File: config.mk
export PLATFORM = sky130hd
export DESIGN_NAME = flash_cmd_ctrl
export DESIGN_NICKNAME = d
export VERILOG_FILES = /design/src/rtl/flash_cmd_pkg.sv /design/src/rtl/flash_cmd_hist.sv /design/src/rtl/flash_cmd_decode.sv /design/src/rtl/flash_cmd_mode.sv /design/src/rtl/flash_cmd_rdmux.sv /design/src/rtl/flash_cmd_ctrl.sv
export SDC_FILE = /design/constraint.sdc
export NUM_CORES = 1
export LEC_CHECK = 0
export ABC_AREA = 1
export BUFFER_PORTS_ARGS = -buffer_cell sky130_fd_sc_hd__buf_2
export CORE_MARGIN = 8
export CORE_UTILIZATION = 45
export CTS_CLUSTER_DIAMETER = 60
export CTS_CLUSTER_SIZE = 10
export DETAILED_ROUTE_END_ITERATION = 6
export GPL_ROUTABILITY_DRIVEN = 0
export PLACE_DENSITY = 0.89
export SETUP_SLACK_MARGIN = 0.15
export SLEW_MARGIN = 20
export SYNTH_ARGS = -nofsm -noshare
export SYNTH_HDL_FRONTEND = slang
export SYNTH_SLANG_ARGS = --single-unit
File: constraint.sdc
create_clock -name clk_i -period 1.4 [get_ports clk_i]
set_input_delay 0.07 -clock clk_i [delete_from_list [all_inputs] [get_ports clk_i]]
set_output_delay 0.07 -clock clk_i [all_outputs]
set_load 0.05 [all_outputs]
File: src/rtl/flash_cmd_pkg.sv
package flash_cmd_pkg;
  localparam int unsigned BUS_AW = 24;
  localparam int unsigned BUS_DW = 8;

  localparam logic [15:0] OFS_CMD_A  = 16'h0000;
  localparam logic [15:0] OFS_CMD_B  = 16'h2AAA;
  localparam logic [15:0] OFS_CMD_C  = 16'h5555;
  localparam logic [15:0] OFS_STAT   = 16'h0002;
  localparam logic [15:0] OFS_ID_LO  = 16'hFF00;
  localparam logic [15:0] OFS_ID_HI  = 16'hFF13;

  localparam logic [7:0]  STAT_BYTE  = 8'h80;
  localparam logic [15:0] SEQ_ID_ON  = 16'h38D0;
  localparam logic [23:0] SEQ_PG_OFF = 24'hAA5570;
  localparam logic [23:0] SEQ_PG_ON  = 24'hAA55A0;
  localparam logic [23:0] SEQ_ALLOFF = 24'hAA55F0;

  typedef struct packed {
    logic stat;
    logic id;
    logic prog;
  } mode_t;

  typedef enum logic [2:0] {
    CMD_NONE,
    CMD_ID_ON,
    CMD_PG_OFF,
    CMD_PG_ON,
    CMD_ALL_OFF
  } cmd_e;

  function automatic logic [7:0] id_byte(input logic [4:0] idx);
    case (idx)
      5'd0:    id_byte = 8'h4D;
      5'd2:    id_byte = 8'h50;
      5'd6:    id_byte = 8'h2A;
      default: id_byte = 8'h00;
    endcase
  endfunction
endpackage

File: src/rtl/flash_cmd_hist.sv
module flash_cmd_hist #(
  parameter int unsigned DATA_W     = 8,
  parameter int unsigned HIST_BYTES = 3,
  localparam int unsigned HW        = DATA_W * HIST_BYTES
) (
  input  logic              clk_i,
  input  logic              rst_ni,
  input  logic              shift_i,
  input  logic [DATA_W-1:0] byte_i,
  output logic [HW-1:0]     hist_o,
  output logic [HW-1:0]     hist_nxt_o
);
  logic [HW-1:0] hist_q;

  generate
    if (HIST_BYTES > 1) begin : g_multi
      assign hist_nxt_o = {hist_q[HW-DATA_W-1:0], byte_i};
    end else begin : g_single
      assign hist_nxt_o = byte_i;
    end
  endgenerate

  always_ff @(posedge clk_i or negedge rst_ni) begin
    if (!rst_ni)      hist_q <= '0;
    else if (shift_i) hist_q <= hist_nxt_o;
  end

  assign hist_o = hist_q;
endmodule

File: src/rtl/flash_cmd_decode.sv
module flash_cmd_decode
  import flash_cmd_pkg::*;
#(
  parameter int unsigned HW = 24
) (
  input  logic          shift_i,
  input  logic [15:0]   ofs_i,
  input  logic [HW-1:0] hist_nxt_i,
  output cmd_e          cmd_o
);
  always_comb begin
    cmd_o = CMD_NONE;
    if (shift_i) begin
      if (ofs_i == OFS_CMD_A) begin
        if (hist_nxt_i[15:0] == SEQ_ID_ON) cmd_o = CMD_ID_ON;
      end else if (ofs_i == OFS_CMD_C) begin
        unique case (hist_nxt_i[23:0])
          SEQ_PG_OFF: cmd_o = CMD_PG_OFF;
          SEQ_PG_ON:  cmd_o = CMD_PG_ON;
          SEQ_ALLOFF: cmd_o = CMD_ALL_OFF;
          default:    cmd_o = CMD_NONE;
        endcase
      end
    end
  end
endmodule

File: src/rtl/flash_cmd_mode.sv
module flash_cmd_mode
  import flash_cmd_pkg::*;
(
  input  logic  clk_i,
  input  logic  rst_ni,
  input  cmd_e  cmd_i,
  output mode_t mode_o
);
  mode_t mode_q, mode_d;

  always_comb begin
    mode_d = mode_q;
    case (cmd_i)
      CMD_ID_ON:   begin mode_d.stat = 1'b1; mode_d.id = 1'b1; end
      CMD_PG_ON:   begin mode_d.stat = 1'b1; mode_d.prog = 1'b1; end
      CMD_PG_OFF:  mode_d.prog = 1'b0;
      CMD_ALL_OFF: mode_d = '0;
      default:     ;
    endcase
  end

  always_ff @(posedge clk_i or negedge rst_ni) begin
    if (!rst_ni) mode_q <= '0;
    else         mode_q <= mode_d;
  end

  assign mode_o = mode_q;
endmodule

File: src/rtl/flash_cmd_rdmux.sv
module flash_cmd_rdmux
  import flash_cmd_pkg::*;
#(
  parameter int unsigned DATA_W = 8
) (
  input  logic              re_i,
  input  logic              bank0_i,
  input  logic [15:0]       ofs_i,
  input  mode_t             mode_i,
  input  logic [DATA_W-1:0] arr_rdata_i,
  output logic [DATA_W-1:0] rdata_o
);
  logic stat_hit, id_hit;
  logic [15:0] id_idx;

  assign stat_hit = mode_i.stat && bank0_i && (ofs_i == OFS_STAT || ofs_i == OFS_CMD_C);
  assign id_hit   = mode_i.id && bank0_i && ofs_i >= OFS_ID_LO && ofs_i <= OFS_ID_HI;
  assign id_idx   = ofs_i - OFS_ID_LO;

  always_comb begin
    if (!re_i)         rdata_o = '0;
    else if (stat_hit) rdata_o = DATA_W'(STAT_BYTE);
    else if (id_hit)   rdata_o = DATA_W'(id_byte(id_idx[4:0]));
    else               rdata_o = arr_rdata_i;
  end
endmodule

File: src/rtl/flash_cmd_ctrl.sv
module flash_cmd_ctrl
  import flash_cmd_pkg::*;
#(
  parameter int unsigned ADDR_W     = BUS_AW,
  parameter int unsigned DATA_W     = BUS_DW,
  parameter int unsigned HIST_BYTES = 3,
  localparam int unsigned HW        = DATA_W * HIST_BYTES
) (
  input  logic              clk_i,
  input  logic              rst_ni,
  input  logic [ADDR_W-1:0] addr_i,
  input  logic [DATA_W-1:0] wdata_i,
  input  logic              we_i,
  input  logic              re_i,
  output logic [DATA_W-1:0] rdata_o,
  input  logic              ro_strap_i,
  output logic [ADDR_W-1:0] arr_addr_o,
  output logic [DATA_W-1:0] arr_wdata_o,
  output logic              arr_we_o,
  output logic              arr_re_o,
  input  logic [DATA_W-1:0] arr_rdata_i
);
  logic              wr_ok, bank0, magic, pgm_hit, shift;
  logic [15:0]       ofs;
  logic [DATA_W-1:0] prev_q;
  logic [HW-1:0]     cmd_hist, cmd_hist_nxt;
  logic [23:0]       hist_lo;
  cmd_e              cmd;
  mode_t             mode;

  assign ofs   = addr_i[15:0];
  assign bank0 = (addr_i[ADDR_W-1:16] == '0);
  assign wr_ok = we_i && !ro_strap_i;
  assign magic = bank0 && (ofs == OFS_CMD_A || ofs == OFS_CMD_B || ofs == OFS_CMD_C);

  // bank 0 needs the same byte twice in a row; other banks program directly
  assign pgm_hit = wr_ok && mode.prog && (!bank0 || wdata_i == prev_q);
  assign shift   = wr_ok && !pgm_hit && magic;

  always_ff @(posedge clk_i or negedge rst_ni) begin
    if (!rst_ni)                 prev_q <= '0;
    else if (cmd == CMD_PG_ON)   prev_q <= '0;
    else if (wr_ok && bank0)     prev_q <= wdata_i;
  end

  flash_cmd_hist #(.DATA_W(DATA_W), .HIST_BYTES(HIST_BYTES)) u_hist (
    .clk_i      (clk_i),
    .rst_ni     (rst_ni),
    .shift_i    (shift),
    .byte_i     (wdata_i),
    .hist_o     (cmd_hist),
    .hist_nxt_o (cmd_hist_nxt)
  );

  flash_cmd_decode #(.HW(HW)) u_dec (
    .shift_i    (shift),
    .ofs_i      (ofs),
    .hist_nxt_i (cmd_hist_nxt),
    .cmd_o      (cmd)
  );

  flash_cmd_mode u_mode (
    .clk_i  (clk_i),
    .rst_ni (rst_ni),
    .cmd_i  (cmd),
    .mode_o (mode)
  );

  flash_cmd_rdmux #(.DATA_W(DATA_W)) u_rd (
    .re_i        (re_i),
    .bank0_i     (bank0),
    .ofs_i       (ofs),
    .mode_i      (mode),
    .arr_rdata_i (arr_rdata_i),
    .rdata_o     (rdata_o)
  );

  assign hist_lo     = cmd_hist[23:0];
  assign arr_addr_o  = addr_i;
  assign arr_wdata_o = wdata_i;
  assign arr_we_o    = pgm_hit;
  assign arr_re_o    = re_i;
endmodule

==> results.yml, run 1 <==
cells_and_area:
  fin_cells: 527
  final_common_cell: "nand2_1"
  final_cell_mix: "85 x nand2_1, 77 x buf_2, 53 x inv_1"
  area_delta_synth_final_pct: 54.1
  final_cell_area_sq_um: 3450
  fillers: 351
  drive_gt1_frac: 0.480
  antenna_cells: 0
  final_nets: 506
floorplan:
  ioPinCount: 87
  coreArea_sq_um: 4750
  dieWidth_um: 86.5
  initial_utilization: 0.471
  die_h_um: 86.5
  dieArea_sq_um: 7490
  rows: 25
place:
  place_area_sq_um: 2920
  port_buffers: 86
  hpwl_um: 5320
  dp_slack_ps: -214
  dp.cells: 510
synth:
  yosysSeqAreaShare: 0.302
  synth_edf_count: 0
  synth_ff_type: "dfrtp_1"
  ys_types: 26
  synthesis.nets: 397
  synth-seq-cells: 27
  synth_warnings: 0
  syn-mean-instance-area_sq_um: 6.36
  async_reset_ff_frac: 1.00
  syn_area_sq_um: 2240
  syn_inst: 352
route:
  ant_nets: 0
  vias: 2674
  wl_per_cell_um: 15.4
  drt-total-wl_um: 8100
  drt_iter0_drc: 145
  drc_errors: 0
  dr.pass1.iters: 4
  viasPerCell: 5.07
timing:
  fin_skew_ps: 4.74
  rsz0062_at_grt: "true"
  finalCriticalPeriod_ps: 1800
  fmax_mhz: 556
  finalHoldViolations: 0
  drv_slew: 0
  finalSetupTns_ps: -7690
  worst_pin_slew_ps: 626
  finalCritPeriodShare: 1.28
  slew_headroom: 0.582
  setup-violations-final: 30
  setup_slack_ps: -397
run_status:
  violations: "setup timing"
  status: "finished, violations left"
global_route:
  grt_util_met1: 0.201
  grt_max_degree: 28
  use_met2: 0.337
  grt_pass1_wl_um: 11500
  grt_pass1_vias: 2578
  grt-ovfl-total: 0
  grt_util_all_layers: 0.187
  antenna_found_initial: 0
  top_usage_layer: "met2"
  use_met3: 0.0558
setup_path:
  path_class: "register to output pin"
  critPathMaxFanout: 6
  endpoint_kind: "output pin"
  cpPeakStageDelay_ps: 380
  required_ps: 1330
  reg2reg_depth: 12
  cp-start-kind: "register"
  crit_arrival_ps: 1730
  slowest_stage: "dfrtp_1"
  crit_chain: "nand4_1 -> nor2_1 -> nand3_2 -> or2_4 -> a21oi_4 -> buf_8"
pwr:
  power-per-cell-area_nw_per_um2: 552
  vdd_drop_max_mv: 0.720
  internal_power_mw: 1.19
  p_sw_uw: 715
  comb_power_share: 0.335
  switching_share: 0.376
  p_clk_frac: 0.248
  power_frac_seq: 0.417
  p_leak_nw: 1.90
cts:
  ctsLongestPathBuffers: 2
  cts_root_buffer: "clkbuf_8"
  numCtsBuffers: 3
  clock_sinks: 27
  insertion_delay_ps: 290
  htreeDepth: 1
  path_clk_slew_ps: 100
  cts_tree: "yes"
hold_path:
  hold_depth: 3
  hold_path.class: "input pin to register"
run:
  maxCapViolations: 0
per-stage QoR:
step / utilization / hold WS [ps] / total power, mW
3_5_place_dp: 0.615 / 111 / 1.40
3_3_place_gp: 0.615 / 106 / 1.39
5_1_grt: 0.726 / 55.9 / 1.97
6_report: 0.726 / 43.5 / 1.90
2_1_floorplan: - / -226 / 1.23
4_1_cts: 0.692 / 48.2 / 1.88
critical path, delay by kind of cell (launching register included):
family	cells	cell delay [ps]
DFF	1	380
AOI/OAI and AO/OA	1	140
and+or+nand+nor	4	760
buffers and inverters	1	160
cell type report:
type / count / area (sq um) / share of cell area
clock buffer: 3 / 41.3 / 0.0120
clock inverter: 1 / 5.00 / 0.00145
inverter: 61 / 246 / 0.0715
multi-input combinational: 227 / 1380 / 0.401
sequential: 27 / 676 / 0.196
tap: 67 / 83.8 / 0.0243
timing repair buffer: 140 / 1000 / 0.291
timing repair inverter: 1 / 11.3 / 0.00326
Yosys cell counts (3+ instances only):
master / instances / area, sq um
a21oi_1: 6 / 30.0
buf_4: 33 / 248
dfrtp_1: 27 / 676
inv_1: 58 / 218
nand2_1: 109 / 409
nand3_1: 6 / 30.0
nand4_1: 9 / 56.3
nor2_1: 52 / 195
nor3_1: 4 / 20.0
o21ai_0: 18 / 90.1
o21ai_2: 7 / 61.3
xnor2_1: 3 / 26.3
flip-flops by register name, summed over array words and instances, names as in the netlist:
signal / flops
prev_q: 8
u_hist.hist_o: 16
u_mode.mode_o: 3
cells by family after synthesis:
kind of cell	synth area share
buffers and inverters	0.230
flip-flops	0.302
XOR/XNOR	0.0117
AO/OA/AOI/OAI	0.0922
AND/OR/NAND/NOR	0.364
path summary, 6_finish.rpt:
check | startpoint | to | slack (ps)
max | u_mode.mode_o[1] | rdata_o[2] | -400
min | wdata_i[3] | u_hist.hist_o[3] | 40
max reg2reg | prev_q[3] | u_hist.hist_o[5] | -270
min reg2reg | u_hist.hist_o[15] | u_hist.hist_o[15] | 530
max in group asynchronous | rst_ni | u_hist.hist_o[13] | 670
min in group asynchronous | rst_ni | prev_q[4] | 330
layer usage:
metal / wire length [um] / share of wire
met1: 2980 / 0.37
met2: 3960 / 0.49
met3: 789 / 0.097
met4: 372 / 0.046
met5: 0 / 0
what timing repair did:
item	CTS	global route
resized for setup	63	39
setup buffers	8	2
endpoints found under the hold margin	27	0
setup endpoints to repair	30	30
pin swaps	7	18
hold buffers	1	0
cloned	2	0
power by group through the flow:
stage	clock network [mW]	logic (mW)	registers, mW
after detailed placement	0	0.594	0.809
after CTS	0.469	0.618	0.794
after global placement	0	0.584	0.808
final	0.472	0.637	0.794
after floorplan	0	0.423	0.808
after global routing	0.503	0.677	0.795
Note: power is estimated with default switching activity, not from simulation.
==> inputs of run 2 (changes only) <==
--- a/config.mk
+++ b/config.mk
@@ -8,14 +8,16 @@
 export ABC_AREA = 1
 export BUFFER_PORTS_ARGS = -buffer_cell sky130_fd_sc_hd__buf_2
 export CORE_MARGIN = 8
-export CORE_UTILIZATION = 45
+export CORE_UTILIZATION = 50
+export CTS_BUF_LIST = sky130_fd_sc_hd__clkbuf_4 sky130_fd_sc_hd__clkbuf_8
 export CTS_CLUSTER_DIAMETER = 60
 export CTS_CLUSTER_SIZE = 10
 export DETAILED_ROUTE_END_ITERATION = 6
 export GPL_ROUTABILITY_DRIVEN = 0
-export PLACE_DENSITY = 0.89
+export PLACE_DENSITY = 0.91
 export SETUP_SLACK_MARGIN = 0.15
 export SLEW_MARGIN = 20
 export SYNTH_ARGS = -nofsm -noshare
 export SYNTH_HDL_FRONTEND = slang
+export SYNTH_HIERARCHICAL = 1
 export SYNTH_SLANG_ARGS = --single-unit
==> run 2 against run 1 <==
Effect of this change: the flow finishes with violations (DRC, setup timing); combinational power is 33% higher; first-iteration DRC count increased to 2.8 times the previous value; final cell count rose by 27%; area after synthesis up 24%; critical path type is now register to register; largest cell class unchanged.
==> results.yml, run 2 <==
run_status:
  status: "finished, violations left"
  violations: "DRC, setup timing"
place:
  dp.cells: 639
  hpwl_um: 6400
  place_area_sq_um: 3510
  port_buffers: 86
cts:
  clock_sinks: 27
  path_clk_slew_ps: 90
  cts_tree: "yes"
  numCtsBuffers: 3
  cts_root_buffer: "clkbuf_8"
  ctsLongestPathBuffers: 2
  htreeDepth: 1
  insertion_delay_ps: 280
floorplan:
  rows: 27
  initial_utilization: 0.512
  coreArea_sq_um: 5440
  dieWidth_um: 90.6
  ioPinCount: 87
  die_h_um: 90.6
  dieArea_sq_um: 8210
synth:
  synth_warnings: 6
  syn-mean-instance-area_sq_um: 6.03
  synthesis.nets: 507
  syn_area_sq_um: 2780
  syn_inst: 462
cells_and_area:
  area_delta_synth_final_pct: 48.9
  final_cell_area_sq_um: 4150
  final_cell_mix: "133 x nand2_1, 77 x buf_2, 71 x nor2_1, 71 x buf_4, 54 x inv_1"
  final_nets: 640
  largest_reg_flops: 16
  fin_cells: 667
  drive_gt1_frac: 0.475
  final_common_cell: "nand2_1"
pwr:
  power-per-cell-area_nw_per_um2: 508
  vdd_drop_max_mv: 0.621
  p_leak_nw: 2.21
global_route:
  grt_util_all_layers: 0.221
  grt_pass1_vias: 3443
  antenna_found_initial: 1
  grt-ovfl-total: 0
  grt_pass1_wl_um: 15400
  grt_max_degree: 28
route:
  drt_iter0_drc: 413
  drt-total-wl_um: 11500
  vias: 3656
  dr.pass1.iters: 7
  drc_errors: 4
  wl_per_cell_um: 17.2
  viasPerCell: 5.48
  ant_nets: 0
timing:
  slew_headroom: 0.601
  worst_pin_slew_ps: 599
  setup-violations-final: 36
  setup_slack_ps: -633
  finalCritPeriodShare: 1.45
  finalCriticalPeriod_ps: 2030
  drv_slew: 0
  fmax_mhz: 492
  fin_skew_ps: 4.61
  rsz0062_at_grt: "true"
  finalHoldViolations: 0
setup_path:
  path_class: "register to register"
  critPathMaxFanout: 8
  crit_arrival_ps: 2240
  required_ps: 1610
  cp-start-kind: "register"
  endpoint_kind: "register"
run:
  maxCapViolations: 0
hold_path:
  hold_path.class: "input pin to register"
run 2: cell count changes in the layout (fill, tap and decap cells not counted), moves of 4 or more:
cell | before | now
buf_4 | 43 | 71
nand2_4 | 21 | 4
o21ai_0 | 8 | 1
nand2_1 | 85 | 133
nor2_4 | 6 | 12
o21ai_2 | 16 | 9
inv_2 | 6 | 12
nor2_1 | 43 | 71
nand3_1 | 2 | 10
nand2_2 | 5 | 33
nand3_2 | 4 | 0
nor2_2 | 5 | 17
run 2: where the power goes:
part | total (mW) | switching, mW | internal (mW)
clock network | 0.462 | 0.259 | 0.202
logic | 0.847 | 0.564 | 0.282
registers | 0.798 | 0.00769 | 0.790
run 2: repair_timing:
item | 4_1_cts | 5_1_grt
resized for setup | 59 | 40
endpoints found under the setup margin | 36 | 36
gates cloned | 2 | 1
pin swaps | 15 | 18
setup buffers | 10 | 9
hold endpoints to repair | 27 | 0
hold buffers | 1 | 0
run 2: layout make-up:
| cell class | count | area, sq um |
|---|---|---|
| Antenna cell | 1 | 2.50 |
| Clock buffer | 3 | 41.3 |
| Clock inverter | 1 | 7.51 |
| Fill cell | 354 | 1290 |
| Inverter | 67 | 264 |
| Multi-Input combinational cell | 323 | 1780 |
| Sequential cell | 27 | 676 |
| Tap cell | 72 | 90.1 |
| Timing Repair Buffer | 172 | 1270 |
| Timing Repair inverter | 1 | 11.3 |
run 2: critical path, stage by stage (launching register included):
cell     delay (ps)
dfrtp_1         410
xnor2_1         130
nand2_1          90
nor2_2           40
nand2_2          80
nand2_2          70
a21oi_4         160
inv_2            70
nor2_2          120
nand2_2         100
nor3_4          130
buf_6           150
nor2_4           50
nor2_8          180
nand2_1         100
o21ai_2          70
run 2: worst paths after layout:
path                                         from  slack [ps]  depth (start not counted)                end
worst min-delay path                   wdata_i[2]          60                          3          prev_q[2]
min in group asynchronous                  rst_ni         320                          2   u_hist/hist_o[0]
worst max register to register          prev_q[3]        -630                         15          prev_q[6]
worst max-delay path                    prev_q[3]        -630                         15          prev_q[6]
worst min register to register  u_hist/hist_o[11]         480                          2  u_hist/hist_o[11]
max in group asynchronous                  rst_ni         690                          2   u_mode/mode_o[0]
run 2: stage by stage:
| stage | setup slack [ps] | setup TNS [ps] | utilization | hold WS (ps) | power [mW] |
|---|---|---|---|---|---|
| 6_report | -633 | -13540 | 0.762 | 55.6 | 2.11 |
| 5_1_grt | -783 | -17200 | 0.762 | 55.5 | 2.20 |
| 4_1_cts | -589 | -10750 | 0.713 | 58.0 | 2.04 |
| 3_5_place_dp | -626 | -11380 | 0.646 | 109 | 1.54 |
| 3_3_place_gp | -482 | -8230 | 0.646 | 101 | 1.52 |
| 2_1_floorplan | -496 | -5180 | - | -226 | 1.31 |
run 2: metal layers:
layer,wire length (um),global-route usage,part of all wire,vias to the layer above
met1,3770,0.231,0.33,1616
met2,5420,0.406,0.47,315
met4,957,0.111,0.083,0
li1,-,-,-,1610
met5,0,0,0,-
met3,1310,0.0466,0.11,115
